File: src/rtl/exc_pkg.sv
package exc_pkg;
  localparam int XW = 32;
  localparam int CW = 12;
  localparam int SR_MD = 30;
  localparam int SR_RB = 29;
  localparam int SR_BL = 28;
  localparam int SR_FD = 15;
  localparam int IM_LO = 4;
  localparam int IM_W  = 4;

  typedef enum logic [1:0] {ACT_IDLE, ACT_EXC, ACT_IRQ, ACT_RST} act_e;

  // Saved PC: delay-slot rewind first, then the trap adjust.
  function automatic logic [XW-1:0] save_pc(logic [XW-1:0] pc, logic dly, logic trap);
    logic [XW-1:0] r;
    r = pc;
    if (dly)  r = r - XW'(2);
    if (trap) r = r + XW'(2);
    return r;
  endfunction

  // SR value after entry.
  function automatic logic [XW-1:0] enter_sr(logic [XW-1:0] sr, logic rst_class);
    logic [XW-1:0] r;
    r = sr;
    r[SR_MD] = 1'b1;
    r[SR_RB] = 1'b1;
    r[SR_BL] = 1'b1;
    if (rst_class) begin
      r[SR_FD] = 1'b0;
      r[IM_LO +: IM_W] = '1;
    end
    return r;
  endfunction
endpackage

File: src/rtl/exc_decide.sv
module exc_decide
  import exc_pkg::*;
#(
  parameter logic [XW-1:0] RST_VEC  = 32'hA000_0000,
  parameter logic [XW-1:0] OFS_GEN  = 32'h0000_0100,
  parameter logic [XW-1:0] OFS_TLB  = 32'h0000_0400,
  parameter logic [XW-1:0] OFS_IRQ  = 32'h0000_0600,
  parameter logic [CW-1:0] CODE_PASS = 12'h1E0
) (
  input  logic          exc_valid,
  input  logic [CW-1:0] exc_code,
  input  logic          irq_req,
  input  logic          vec_valid,
  input  logic          in_delay,
  input  logic          in_sleep,
  input  logic [XW-1:0] pc,
  input  logic [XW-1:0] vbr,
  input  logic [XW-1:0] sr,
  output act_e          act,
  output logic [XW-1:0] sr_next,
  output logic [XW-1:0] spc_next,
  output logic [XW-1:0] pc_next
);
  logic bl, rst_class, tlb_class, trap;

  assign bl        = sr[SR_BL];
  assign rst_class = (exc_code == 12'h000) || (exc_code == 12'h020) || (exc_code == 12'h140);
  assign tlb_class = (exc_code == 12'h040) || (exc_code == 12'h060);
  assign trap      = (exc_code == 12'h160);

  always_comb begin
    act = ACT_IDLE;
    if (exc_valid) begin
      act = (bl && exc_code != CODE_PASS) ? ACT_RST : ACT_EXC;
    end else if (irq_req && !in_delay && (!bl || in_sleep) && vec_valid) begin
      act = ACT_IRQ;
    end
  end

  always_comb begin
    sr_next  = enter_sr(sr, act == ACT_EXC && rst_class);
    spc_next = save_pc(pc, in_delay, act == ACT_EXC && trap);
    if (act == ACT_IRQ)     pc_next = vbr + OFS_IRQ;
    else if (rst_class)     pc_next = RST_VEC;
    else if (tlb_class)     pc_next = vbr + OFS_TLB;
    else                    pc_next = vbr + OFS_GEN;
  end
endmodule

File: src/rtl/exc_regs.sv
module exc_regs
  import exc_pkg::*;
#(
  parameter logic [XW-1:0] SR_RESET = 32'h7000_00F0
) (
  input  logic          clk,
  input  logic          rst_n,
  input  act_e          act,
  input  logic [XW-1:0] sr_next,
  input  logic [XW-1:0] spc_next,
  input  logic [XW-1:0] pc_next,
  input  logic [XW-1:0] r15,
  input  logic [CW-1:0] exc_code,
  input  logic [CW-1:0] irq_vec,
  input  logic          in_delay,
  input  logic          sr_wr,
  input  logic [XW-1:0] sr_wr_data,
  output logic [XW-1:0] sr_q,
  output logic [XW-1:0] ssr_q,
  output logic [XW-1:0] spc_q,
  output logic [XW-1:0] sgr_q,
  output logic [CW-1:0] expevt_q,
  output logic [CW-1:0] intevt_q,
  output logic [XW-1:0] pc_q,
  output logic          taken_q,
  output logic          rreq_q,
  output logic          sclr_q,
  output logic          dclr_q
);
  logic take;
  assign take = (act == ACT_EXC) || (act == ACT_IRQ);

  always_ff @(posedge clk) begin
    if (!rst_n) begin
      sr_q <= SR_RESET;
      ssr_q <= '0; spc_q <= '0; sgr_q <= '0; pc_q <= '0;
      expevt_q <= '0; intevt_q <= '0;
      taken_q <= 1'b0; rreq_q <= 1'b0; sclr_q <= 1'b0; dclr_q <= 1'b0;
    end else begin
      taken_q <= take;
      rreq_q  <= (act == ACT_RST);
      sclr_q  <= take;
      dclr_q  <= take && in_delay;
      if (take) begin
        ssr_q <= sr_q;
        spc_q <= spc_next;
        sgr_q <= r15;
        sr_q  <= sr_next;
        pc_q  <= pc_next;
        if (act == ACT_EXC) expevt_q <= exc_code;
        else                intevt_q <= irq_vec;
      end else if (sr_wr) begin
        sr_q <= sr_wr_data;
      end
    end
  end
endmodule

File: src/rtl/exc_entry_seq.sv
module exc_entry_seq
  import exc_pkg::*;
#(
  parameter logic [XW-1:0] RST_VEC   = 32'hA000_0000,
  parameter logic [XW-1:0] OFS_GEN   = 32'h0000_0100,
  parameter logic [XW-1:0] OFS_TLB   = 32'h0000_0400,
  parameter logic [XW-1:0] OFS_IRQ   = 32'h0000_0600,
  parameter logic [CW-1:0] CODE_PASS = 12'h1E0,
  parameter logic [XW-1:0] SR_RESET  = 32'h7000_00F0
) (
  input  logic          clk,
  input  logic          rst_n,
  input  logic          exc_valid_i,
  input  logic [CW-1:0] exc_code_i,
  input  logic          irq_req_i,
  input  logic          irq_vec_valid_i,
  input  logic [CW-1:0] irq_vec_i,
  input  logic          delay_i,
  input  logic          sleep_i,
  input  logic [XW-1:0] pc_i,
  input  logic [XW-1:0] r15_i,
  input  logic [XW-1:0] vbr_i,
  input  logic          sr_wr_i,
  input  logic [XW-1:0] sr_wr_data_i,
  output logic [IM_W-1:0] imask_o,
  output logic [XW-1:0] sr_o,
  output logic [XW-1:0] ssr_o,
  output logic [XW-1:0] spc_o,
  output logic [XW-1:0] sgr_o,
  output logic [CW-1:0] expevt_o,
  output logic [CW-1:0] intevt_o,
  output logic [XW-1:0] new_pc_o,
  output logic          taken_o,
  output logic          reset_req_o,
  output logic          sleep_clr_o,
  output logic          dslot_clr_o
);
  act_e          act;
  logic [XW-1:0] sr_next, spc_next, pc_next;
  logic          exc_take_w, irq_take_w, rst_take_w;

  assign exc_take_w = (act == ACT_EXC);
  assign irq_take_w = (act == ACT_IRQ);
  assign rst_take_w = (act == ACT_RST);
  assign imask_o    = sr_o[IM_LO +: IM_W];

  exc_decide #(
    .RST_VEC(RST_VEC), .OFS_GEN(OFS_GEN), .OFS_TLB(OFS_TLB),
    .OFS_IRQ(OFS_IRQ), .CODE_PASS(CODE_PASS)
  ) u_decide (
    .exc_valid(exc_valid_i), .exc_code(exc_code_i), .irq_req(irq_req_i),
    .vec_valid(irq_vec_valid_i), .in_delay(delay_i), .in_sleep(sleep_i),
    .pc(pc_i), .vbr(vbr_i), .sr(sr_o),
    .act(act), .sr_next(sr_next), .spc_next(spc_next), .pc_next(pc_next)
  );

  exc_regs #(.SR_RESET(SR_RESET)) u_regs (
    .clk(clk), .rst_n(rst_n), .act(act), .sr_next(sr_next),
    .spc_next(spc_next), .pc_next(pc_next), .r15(r15_i),
    .exc_code(exc_code_i), .irq_vec(irq_vec_i), .in_delay(delay_i),
    .sr_wr(sr_wr_i), .sr_wr_data(sr_wr_data_i),
    .sr_q(sr_o), .ssr_q(ssr_o), .spc_q(spc_o), .sgr_q(sgr_o),
    .expevt_q(expevt_o), .intevt_q(intevt_o), .pc_q(new_pc_o),
    .taken_q(taken_o), .rreq_q(reset_req_o), .sclr_q(sleep_clr_o),
    .dclr_q(dslot_clr_o)
  );
endmodule

File: config.mk
export PLATFORM = sky130hd
export DESIGN_NAME = exc_entry_seq
export DESIGN_NICKNAME = d
export VERILOG_FILES = /design/src/rtl/exc_pkg.sv /design/src/rtl/exc_decide.sv /design/src/rtl/exc_regs.sv /design/src/rtl/exc_entry_seq.sv
export SDC_FILE = /design/constraint.sdc
export NUM_CORES = 1
export LEC_CHECK = 0
export BUFFER_PORTS_ARGS = -buffer_cell sky130_fd_sc_hd__buf_2
export CORE_UTILIZATION = 38
export CTS_CLUSTER_DIAMETER = 150
export DETAILED_ROUTE_END_ITERATION = 6
export PLACE_DENSITY_LB_ADDON = 0.05
export SYNTH_ARGS = -nofsm -noshare
export SYNTH_HDL_FRONTEND = slang
export SYNTH_SLANG_ARGS = --single-unit
File: constraint.sdc
create_clock -name clk -period 3.5 [get_ports clk]
set_clock_uncertainty 0.05 [all_clocks]
set_input_delay 0.525 -clock clk [delete_from_list [all_inputs] [get_ports clk]]
set_output_delay 0.525 -clock clk [all_outputs]
set_load 0.005 [all_outputs]
==> results.json <==
{
  "finalSetupViolCount": 0,
  "avgSynthCellArea_um2": 7.71,
  "slew_violations": 0,
  "relSlewSlack_pct": 19.2,
  "synthXorXnorAreaFrac_pct": 5.62,
  "multi_input_area_um2": 4650,
  "numCtsBuffers": 17,
  "clkLatencyLatePin_ns": 0.44,
  "postRouteAntennaNets": 0,
  "ys_seq_area_share_pct": 42.9,
  "grt_usage_pct": 24.6,
  "totalWireLength_um": 29200,
  "avgViaCountPerCell": 5.12,
  "drt-initial-drc-count": 509,
  "synth_area_um2": 8720,
  "die_y_um": 154,
  "grt_max_degree": 78,
  "routed-via-count": 9209,
  "clock_sinks": 187,
  "leakage_nw": 5.11,
  "synth_async_sr_flop_share_pct": 0,
  "antenna_found_initial": 3,
  "io_pins": 352,
  "ys_types": 68,
  "cap_violations": 0,
  "grt_pass1_vias": 8593,
  "ctsLongestPathBuffers": 2,
  "synth_top_area_share_pct": 42.9,
  "cp.required_ns": 3.78,
  "finalCritPeriodShare_pct": 93.5,
  "dp_hpwl_um": 21400,
  "drive_gt1_share_pct": 32.2,
  "status": "finished clean",
  "synth.most_common_cell": "nand2_1",
  "min_path_type": "primary input to flop",
  "htree_levels": 4,
  "clockRootBuffer": "clkbuf_16",
  "synth_common_cells": "nand2_1, dfxtp_1, a21oi_1",
  "end_kind": "flop",
  "synth_seq_cells": 187,
  "area_growth_pct": 35.0,
  "cts_tree": "built",
  "synthAdderAreaFrac_pct": 1.00,
  "synth_area_leaders": "dfxtp_1, nand2_1, a21oi_1",
  "post_cts_resized": 0,
  "worstPathMaxFanout": 4,
  "fmax_mhz": 305,
  "rsz0062_at_grt": "false",
  "gp_congestion": 0.901,
  "wl_per_cell_um": 16.3,
  "postLayoutCoreUtil_pct": 52.2,
  "synth_nets": 1298,
  "grt-ovfl-total": 0,
  "hold_violations": 0,
  "coreArea_um2": 22600,
  "cts_hold_buffers": 0,
  "tightest_slew_ns": 1.21,
  "place.port_buffers": 351,
  "synth_top_family_by_area": "simple AND/OR/NAND/NOR gates",
  "grt_pass1_wl_um": 46600,
  "min_period_ns": 3.27,
  "nets": 1666,
  "synth_area_leader_cell": "dfxtp_1",
  "total_power_mw": 4.91,
  "pre_cts_ws_ns": -0.231,
  "yosys_most_used_dff": "dfxtp_1",
  "synth-simple-area-share_pct": 26.3,
  "synthMuxAreaShare_pct": 0.932,
  "fill_cells": 2312,
  "synth-warning-count": 0,
  "synth_edf_count": 0,
  "row_count": 55,
  "syn_inst": 1131,
  "worst_setup_path_start_kind": "primary input",
  "p_per_area_nw_per_um2": 417,
  "post-cts-setup-buffers": 0,
  "firstDrtPassIters": 5,
  "drc": 0,
  "setup_ws_ns": 0.226,
  "die_area_um2": 23600,
  "seq_area_um2": 3740,
  "clk_pin_slew_ns": 0.08,
  "synth-compound-area-share_pct": 18.7,
  "worstSetupPathType": "primary input to flop",
  "cp.arrival_ns": 3.56,
  "fp.dieW_um": 154,
  "start_util_pct": 38.6,
  "ir_drop_mv": 0.293
}
-- cells by family (layout without fill, tap and decap cells) --
group / after synthesis / in the layout
buffers and inverters: 95 / 476
AO/OA/AOI/OAI: 269 / 269
AND/OR/NAND/NOR: 509 / 509
other: 0 / 2
flip-flops: 187 / 187
XOR/XNOR: 56 / 56
multiplexers: 8 / 8
adder cells (fa/ha/maj): 7 / 7
-- metrics by stage --
step | setup TNS [ns] | hold WS (ns) | cells | cell area [um^2]
after floorplan | -0.359 | 0.398 | 1131 | 8740
after global placement | -0.580 | 0.384 | 1765 | 11200
after detailed placement | -0.723 | 0.390 | 1765 | 11200
after CTS | 0 | 0.236 | 1797 | 11800
after global routing | 0 | 0.237 | 1798 | 11800
final | 0 | 0.251 | 1799 | 11800
-- worst paths after layout --
path | startpoint | to | slack [ns] | cells past startpoint
hold reg to reg | u_regs.sgr_q[1] | u_regs.sgr_q[1] | 0.40 | 2
setup / recovery | pc_i[18] | u_regs.spc_q[31] | 0.23 | 9
setup reg to reg | u_regs.sr_q[28] | u_regs.sr_q[28] | 0.87 | 6
hold / removal | vbr_i[1] | u_regs.pc_q[1] | 0.25 | 2
-- critical path, cell delays in order --
cell and delay, ns:
buf_2 0.10, or4_4 0.54, or4_4 0.53, or3_1 0.42, or4_4 0.45, a211oi_4 0.24
nand3_2 0.12, or3_1 0.38, a32o_1 0.25
-- layout make-up --
type                            instances  area share, %
Multi-Input combinational cell        849           39.5
Timing Repair Buffer                  430           20.1
Antenna cell                            2         0.0425
Sequential cell                       187           31.8
Tap cell                              285           3.03
Clock inverter                         14           1.47
Inverter                               14          0.468
Clock buffer                           18           3.65
-- cell usage in the layout, fill, tap and decap left out, drive strengths merged, types with 23 or more instances in the layout --
cell | synthesis | layout
buf | 13 | 430
nand2 | 288 | 288
dfxtp | 187 | 187
a21oi | 152 | 152
nor2 | 56 | 56
nand3 | 48 | 48
xnor2 | 33 | 33
o21ai | 31 | 31
nor3 | 27 | 27
xor2 | 23 | 23
-- layer usage --
metal  routed length [um]  GRT usage (%)  vias up
li1                     -              -     4662
met1                13100           31.7     4248
met2                13800           40.9      271
met3                 1940           6.37       26
met4                  332           6.19        2
met5                    8              0        -
-- state kept, by name (all words and copies together), names as in the netlist --
signal and cells:
u_regs.dclr_q 1, u_regs.expevt_q 12, u_regs.intevt_q 12, u_regs.pc_q 32, u_regs.rreq_q 1, u_regs.sgr_q 32, u_regs.spc_q 32, u_regs.sr_q 32
u_regs.ssr_q 32, u_regs.taken_q 1
-- power by group --
part,internal (mW),total (mW),switching (mW),leakage (nW)
Clock,0.966,1.96,0.991,0.290
Combinational,0.283,0.675,0.391,3.30
Sequential,2.22,2.28,0.0519,1.52
Note: power is estimated with default switching activity, not from simulation.
